**src/rtl/bf16m_pkg.sv**
```systemverilog
package bf16m_pkg;

    localparam int BF_EXP_W  = 8;
    localparam int BF_FRAC_W = 7;
    localparam int BF_WORD_W = 1 + BF_EXP_W + BF_FRAC_W;
    localparam int BF_SIG_W  = BF_FRAC_W + 1;
    localparam int BF_PROD_W = 2 * BF_SIG_W;
    localparam int BF_PSH_W  = BF_SIG_W + 1;
    localparam int BF_EXPI_W = BF_EXP_W + 2;
    localparam int BF_BIAS   = (1 << (BF_EXP_W - 1)) - 1;

    typedef struct packed {
        logic                        sign;
        logic                        zero;
        logic signed [BF_EXPI_W-1:0] exp_sum;
        logic [BF_PSH_W-1:0]         prod;
    } bf_mid_t;

    typedef enum logic {
        SLOT_EMPTY = 1'b0,
        SLOT_FULL  = 1'b1
    } slot_state_t;

endpackage

```
**src/rtl/bf16m_unpack.sv**
```systemverilog
module bf16m_unpack
    import bf16m_pkg::*;
(
    input  logic [BF_WORD_W-1:0] word,
    output logic                 sign,
    output logic [BF_EXP_W-1:0]  exp_f,
    output logic [BF_SIG_W-1:0]  sig,
    output logic                 is_zero
);

    always_comb begin
        sign    = word[BF_WORD_W-1];
        exp_f   = word[BF_WORD_W-2 -: BF_EXP_W];
        // hidden one restored above the stored fraction
        sig     = {1'b1, word[BF_FRAC_W-1:0]};
        is_zero = (word[BF_WORD_W-2:0] == '0);
    end

endmodule

```
**src/rtl/bf16m_front.sv**
```systemverilog
module bf16m_front
    import bf16m_pkg::*;
(
    input  logic [BF_WORD_W-1:0] op_a,
    input  logic [BF_WORD_W-1:0] op_b,
    output bf_mid_t              mid
);

    localparam int N_OPS = 2;

    logic [BF_WORD_W-1:0] ops   [N_OPS];
    logic                 sgn   [N_OPS];
    logic [BF_EXP_W-1:0]  expf  [N_OPS];
    logic [BF_SIG_W-1:0]  sigf  [N_OPS];
    logic                 zro   [N_OPS];

    assign ops[0] = op_a;
    assign ops[1] = op_b;

    for (genvar i = 0; i < N_OPS; i++) begin : g_unpack
        bf16m_unpack u_unpack (
            .word    (ops[i]),
            .sign    (sgn[i]),
            .exp_f   (expf[i]),
            .sig     (sigf[i]),
            .is_zero (zro[i])
        );
    end

    logic [BF_PROD_W-1:0]         full_prod;
    logic signed [BF_EXPI_W-1:0]  exp_a_w;
    logic signed [BF_EXPI_W-1:0]  exp_b_w;

    always_comb begin
        full_prod   = sigf[0] * sigf[1];
        exp_a_w     = signed'({{(BF_EXPI_W-BF_EXP_W){1'b0}}, expf[0]});
        exp_b_w     = signed'({{(BF_EXPI_W-BF_EXP_W){1'b0}}, expf[1]});
        mid.sign    = sgn[0] ^ sgn[1];
        mid.zero    = zro[0] | zro[1];
        mid.exp_sum = exp_a_w + exp_b_w - BF_EXPI_W'(BF_BIAS);
        // drop the low fraction-width bits of the product (truncation)
        mid.prod    = full_prod[BF_PROD_W-1:BF_FRAC_W];
    end

endmodule

```
**src/rtl/bf16m_back.sv**
```systemverilog
module bf16m_back
    import bf16m_pkg::*;
(
    input  bf_mid_t              mid,
    output logic [BF_WORD_W-1:0] word
);

    logic                        carry;
    logic signed [BF_EXPI_W-1:0] exp_n;
    logic [BF_FRAC_W-1:0]        frac_n;

    always_comb begin
        carry = mid.prod[BF_PSH_W-1];
        if (carry) begin
            exp_n  = mid.exp_sum + BF_EXPI_W'(1);
            frac_n = mid.prod[BF_FRAC_W:1];
        end else begin
            exp_n  = mid.exp_sum;
            frac_n = mid.prod[BF_FRAC_W-1:0];
        end
        if (mid.zero) begin
            word = {mid.sign, {(BF_WORD_W-1){1'b0}}};
        end else begin
            word = {mid.sign, exp_n[BF_EXP_W-1:0], frac_n};
        end
    end

endmodule

```
**src/rtl/bf16m_slot.sv**
```systemverilog
module bf16m_slot
    import bf16m_pkg::*;
#(
    parameter int W = 16
) (
    input  logic         clk,
    input  logic         rst_n,
    input  logic         in_valid,
    input  logic [W-1:0] in_data,
    output logic         out_valid,
    output logic [W-1:0] out_data
);

    slot_state_t state_q;
    slot_state_t state_d;

    always_comb begin
        state_d = state_q;
        unique case (state_q)
            SLOT_EMPTY: state_d = in_valid ? SLOT_FULL : SLOT_EMPTY; // fill / idle
            SLOT_FULL:  state_d = in_valid ? SLOT_FULL : SLOT_EMPTY; // refill / drain
            default:    state_d = SLOT_EMPTY;
        endcase
    end

    always_ff @(posedge clk or negedge rst_n) begin
        if (!rst_n) begin
            state_q <= SLOT_EMPTY;
        end else begin
            state_q <= state_d;
        end
    end

    always_ff @(posedge clk or negedge rst_n) begin
        if (!rst_n) begin
            out_data <= '0;
        end else if (in_valid) begin
            out_data <= in_data;
        end
    end

    always_comb begin
        out_valid = (state_q == SLOT_FULL);
    end

endmodule

```
**src/rtl/bf16_mul_pipe.sv**
```systemverilog
module bf16_mul_pipe
    import bf16m_pkg::*;
#(
    parameter int STAGES = 2
) (
    input  logic                 clk,
    input  logic                 rst_n,
    input  logic                 valid_in,
    input  logic [BF_WORD_W-1:0] op_a,
    input  logic [BF_WORD_W-1:0] op_b,
    output logic                 valid_out,
    output logic [BF_WORD_W-1:0] product
);

    localparam int MID_W = $bits(bf_mid_t);

    bf_mid_t mid_c;

    bf16m_front u_front (
        .op_a (op_a),
        .op_b (op_b),
        .mid  (mid_c)
    );

    if (STAGES >= 2) begin : g_two
        logic [MID_W-1:0]     mid_bits;
        bf_mid_t              mid_q;
        logic                 mid_v;
        logic [BF_WORD_W-1:0] word_c;

        bf16m_slot #(.W(MID_W)) u_slot_mid (
            .clk       (clk),
            .rst_n     (rst_n),
            .in_valid  (valid_in),
            .in_data   (mid_c),
            .out_valid (mid_v),
            .out_data  (mid_bits)
        );

        assign mid_q = mid_bits;

        bf16m_back u_back (
            .mid  (mid_q),
            .word (word_c)
        );

        bf16m_slot #(.W(BF_WORD_W)) u_slot_out (
            .clk       (clk),
            .rst_n     (rst_n),
            .in_valid  (mid_v),
            .in_data   (word_c),
            .out_valid (valid_out),
            .out_data  (product)
        );
    end else begin : g_one
        logic [BF_WORD_W-1:0] word_c;

        bf16m_back u_back (
            .mid  (mid_c),
            .word (word_c)
        );

        bf16m_slot #(.W(BF_WORD_W)) u_slot_out (
            .clk       (clk),
            .rst_n     (rst_n),
            .in_valid  (valid_in),
            .in_data   (word_c),
            .out_valid (valid_out),
            .out_data  (product)
        );
    end

endmodule

```
**config.mk**
```make
export PLATFORM = sky130hd
export DESIGN_NAME = bf16_mul_pipe
export DESIGN_NICKNAME = d
export VERILOG_FILES = /design/src/rtl/bf16m_pkg.sv /design/src/rtl/bf16m_unpack.sv /design/src/rtl/bf16m_front.sv /design/src/rtl/bf16m_back.sv /design/src/rtl/bf16m_slot.sv /design/src/rtl/bf16_mul_pipe.sv
export SDC_FILE = /design/constraint.sdc
export NUM_CORES = 1
export LEC_CHECK = 0
export BUFFER_PORTS_ARGS = -buffer_cell sky130_fd_sc_hd__buf_4
export CORE_ASPECT_RATIO = 1.2
export CORE_MARGIN = 2
export CORE_UTILIZATION = 60
export DETAILED_ROUTE_END_ITERATION = 10
export GPL_TIMING_DRIVEN = 0
export PLACE_DENSITY_LB_ADDON = 0.12
export SYNTH_ARGS = -nofsm -noshare
export SYNTH_HDL_FRONTEND = slang
export SYNTH_SLANG_ARGS = --single-unit
```
**constraint.sdc**
```tcl
create_clock -name clk -period 1.5 [get_ports clk]
set_input_delay 0.225 -clock clk [delete_from_list [all_inputs] [get_ports clk]]
set_output_delay 0.225 -clock clk [all_outputs]
set_load 0.01 [all_outputs]
```
==> impl_metrics.toml <==
[timing]
setup_violations = 13
finalMaxSlewViolations = 0
fin_hold_ws_ps = 53.0
tightest_slew_ps = 683
rsz0062_at_grt = "yes"
period_minus_slack_ps = 3880
fin_ws_ps = -2380
slew_headroom = 0.545
fmax_mhz = 258
finalClockSkew_ps = 13.0
hold_viol = 0
period_share = 2.59

[critical_path]
path_cells = "buf_8, and2_4, fa_1, inv_2, fa_1, inv_1, fa_1, inv_1, fa_2, inv_2, ha_4, a21oi_2, o21a_1, nor2_1, a211oi_2, and4b_1, or3_1"
path_common_cell = "fa_1"
slowest_delay_ps = 550
cp-start-kind = "input pin"
r2r_start = "g_two.u_slot_mid.out_valid"
startpoint = "op_b[2]"
slowest_stage = "fa_1"
endpoint_kind = "register"
rrSetupSlack_ps = 160
path_max_fanout = 6
critPathArrivalTime_ps = 4060
critPathKind = "in2reg"
crit_required_ps = 1680

[synthesis]
netlist_area_um2 = 4020
synth_common_cells = "72 x inv_1, 41 x ha_1, 37 x dfrtp_1"
synth_cell_types = 58
ys_async_sr_fraction = 1.00
synth-edff-count = 0
yosysMostFrequentCell = "inv_1"
yosys.area.top_type = "dfrtp_1"
synth_nets = 539
yosys-top-cells-area = "dfrtp_1 23%, fa_1 18%, ha_1 13%"
avgSynthCellArea_um2 = 9.41
yosysWarnings = 0
syn_inst = 427
ys_seq_area_frac = 0.230
synth_flop_cell = "dfrtp_1"
yosysTopAreaCellShare = 0.230
ys_seq_elements = 37

[detailed_routing]
dr.first_iter.drc_count = 151
viasPerCell = 5.75
vias = 3375
drt_pass1_iterations = 4
ant_nets = 0
drc_errors = 0
wirelength_mm = 9.45
routedWlPerCell_um = 16.1

[power]
p_clk_frac = 0.106
powerDensity_nw_per_um2 = 1350
irDropWorstVdd_mv = 0.804
swShare = 0.416
comb_power_share = 0.671
power.leakage_nw = 2.43
internal_power_mw = 4.07
power.share.sequential = 0.223
power_switching_mw = 2.90

[layout]
nNetsFinal = 613
instances_no_fill = 587
drive_gt1_frac = 0.301
synthToLayoutAreaGrowth_pct = 28.6
antenna_cells = 0
final_area_um2 = 5160

[clocking]
cts_tree = "built"
clockBufferDepth = 2
cts_buffers = 5
cts_num_sinks = 37
ctsHtreeMaxLevel = 2
root_buffer = "clkbuf_8"
insertion_delay_ps = 290
path_clk_slew_ps = 80

[grt]
grt_pass1_wl_mm = 15.6
grt_max_degree = 38
antenna_found_initial = 0
grt_util_met3 = 0.0241
busiest_layer = "met2"
grtUsageTotal = 0.266
grt-ovfl-total = 0
gr-usage-met1 = 0.327
met2_usage = 0.482
grt_pass1_vias = 3374

[floorplanning]
die_area_um2 = 7370
die_y_um = 93.6
num_rows = 32
die_w_um = 78.7
ios = 52
coreArea_um2 = 6450
start_util = 0.623

[run_status]
status = "finished with violations"
violations = "setup timing"

[placed_design]
pre_cts_ws_ps = -2900
placed_area_um2 = 4660
dpl.hpwl_mm = 7.03
port_buffers = 51
place_inst = 563
gp_congestion = 0.900

[min_path]
min_path_type = "in2reg"
hold_start = "valid_in"

[job]
cap_violations = 0
layer usage:
metal  part of all wire  wire [um]
met5                  0          0
met3              0.042        401
met1               0.41       3910
met4              0.025        233
met2               0.52       4900
sequential cells by signal, summed over array words and instances (netlist names):
name and cells:
g_two.u_slot_out.out_data 16, g_two.u_slot_mid.out_valid 1, g_two.u_slot_mid.out_data 19, g_two.u_slot_out.out_valid 1
final cells by class:
type,instances,area [um2]
clock buffers,6,82.6
inverters,72,278
repair buffers,68,586
plain buffers,8,40.0
clock inverters,2,13.8
fillers,434,1280
multi-input cells,309,3130
flip-flops and latches,37,926
well taps,85,106
critical path, delay by kind of cell:
family	cells	cell delay, ps
compound gates	3	320
buf+inv	5	320
fa+ha+maj	5	2380
simple gates	4	810
layout by cell type, fill, tap and decap left out, types with 10 or more instances in the layout:
cell     count
inv_1       61
buf_4       54
dfrtp_1     37
fa_1        33
ha_1        31
nand2_1     26
and2_1      21
nor2_1      20
o22ai_1     15
mux2i_1     10
power by group through the flow:
stage          logic [mW]  clock network (mW)  registers, mW
2_1_floorplan        2.87                   0           1.59
3_3_place_gp         3.79                   0           1.56
3_5_place_dp         3.90                   0           1.58
4_1_cts              4.25               0.739           1.56
5_1_grt              5.15               0.788           1.60
6_report             4.67               0.738           1.56
repair_timing:
| item | 4_1_cts | 5_1_grt |
|---|---|---|
| pin swaps | 12 | 27 |
| hold buffers | 1 | 0 |
| endpoints found under the hold margin | 37 | 0 |
| resized for setup | 37 | 31 |
| setup endpoints to repair | 13 | 28 |
| setup buffers | 9 | 8 |
cell families (layout without fill, tap and decap cells):
group / Yosys count / after routing / share of synthesized area
adders and majority gates: 77 / 77 / 0.307
xor gates and xnor gates: 20 / 20 / 0.0436
muxes: 19 / 19 / 0.0501
AOI/OAI and AO/OA: 66 / 66 / 0.112
buffers and inverters: 81 / 156 / 0.0775
and+or+nand+nor: 127 / 127 / 0.179
DFF: 37 / 37 / 0.230
final timing paths:
kind,endpoint,cells after the start
max,g_two.u_slot_mid.out_data[7],17
max in group asynchronous,g_two.u_slot_mid.out_data[5],2
min,g_two.u_slot_mid.out_valid,1
min reg2reg,g_two.u_slot_out.out_valid,0
min in group asynchronous,g_two.u_slot_mid.out_data[7],2
max reg2reg,g_two.u_slot_out.out_data[9],4
per-stage QoR:
stage	TNS (ps)	utilization	power (mW)
2_1_floorplan	-22410	-	4.46
3_3_place_gp	-27350	0.723	5.35
3_5_place_dp	-28070	0.723	5.48
4_1_cts	-21640	0.776	6.55
5_1_grt	-22940	0.801	7.53
6_report	-21670	0.801	6.97
Power figures use the tool's default switching activity.
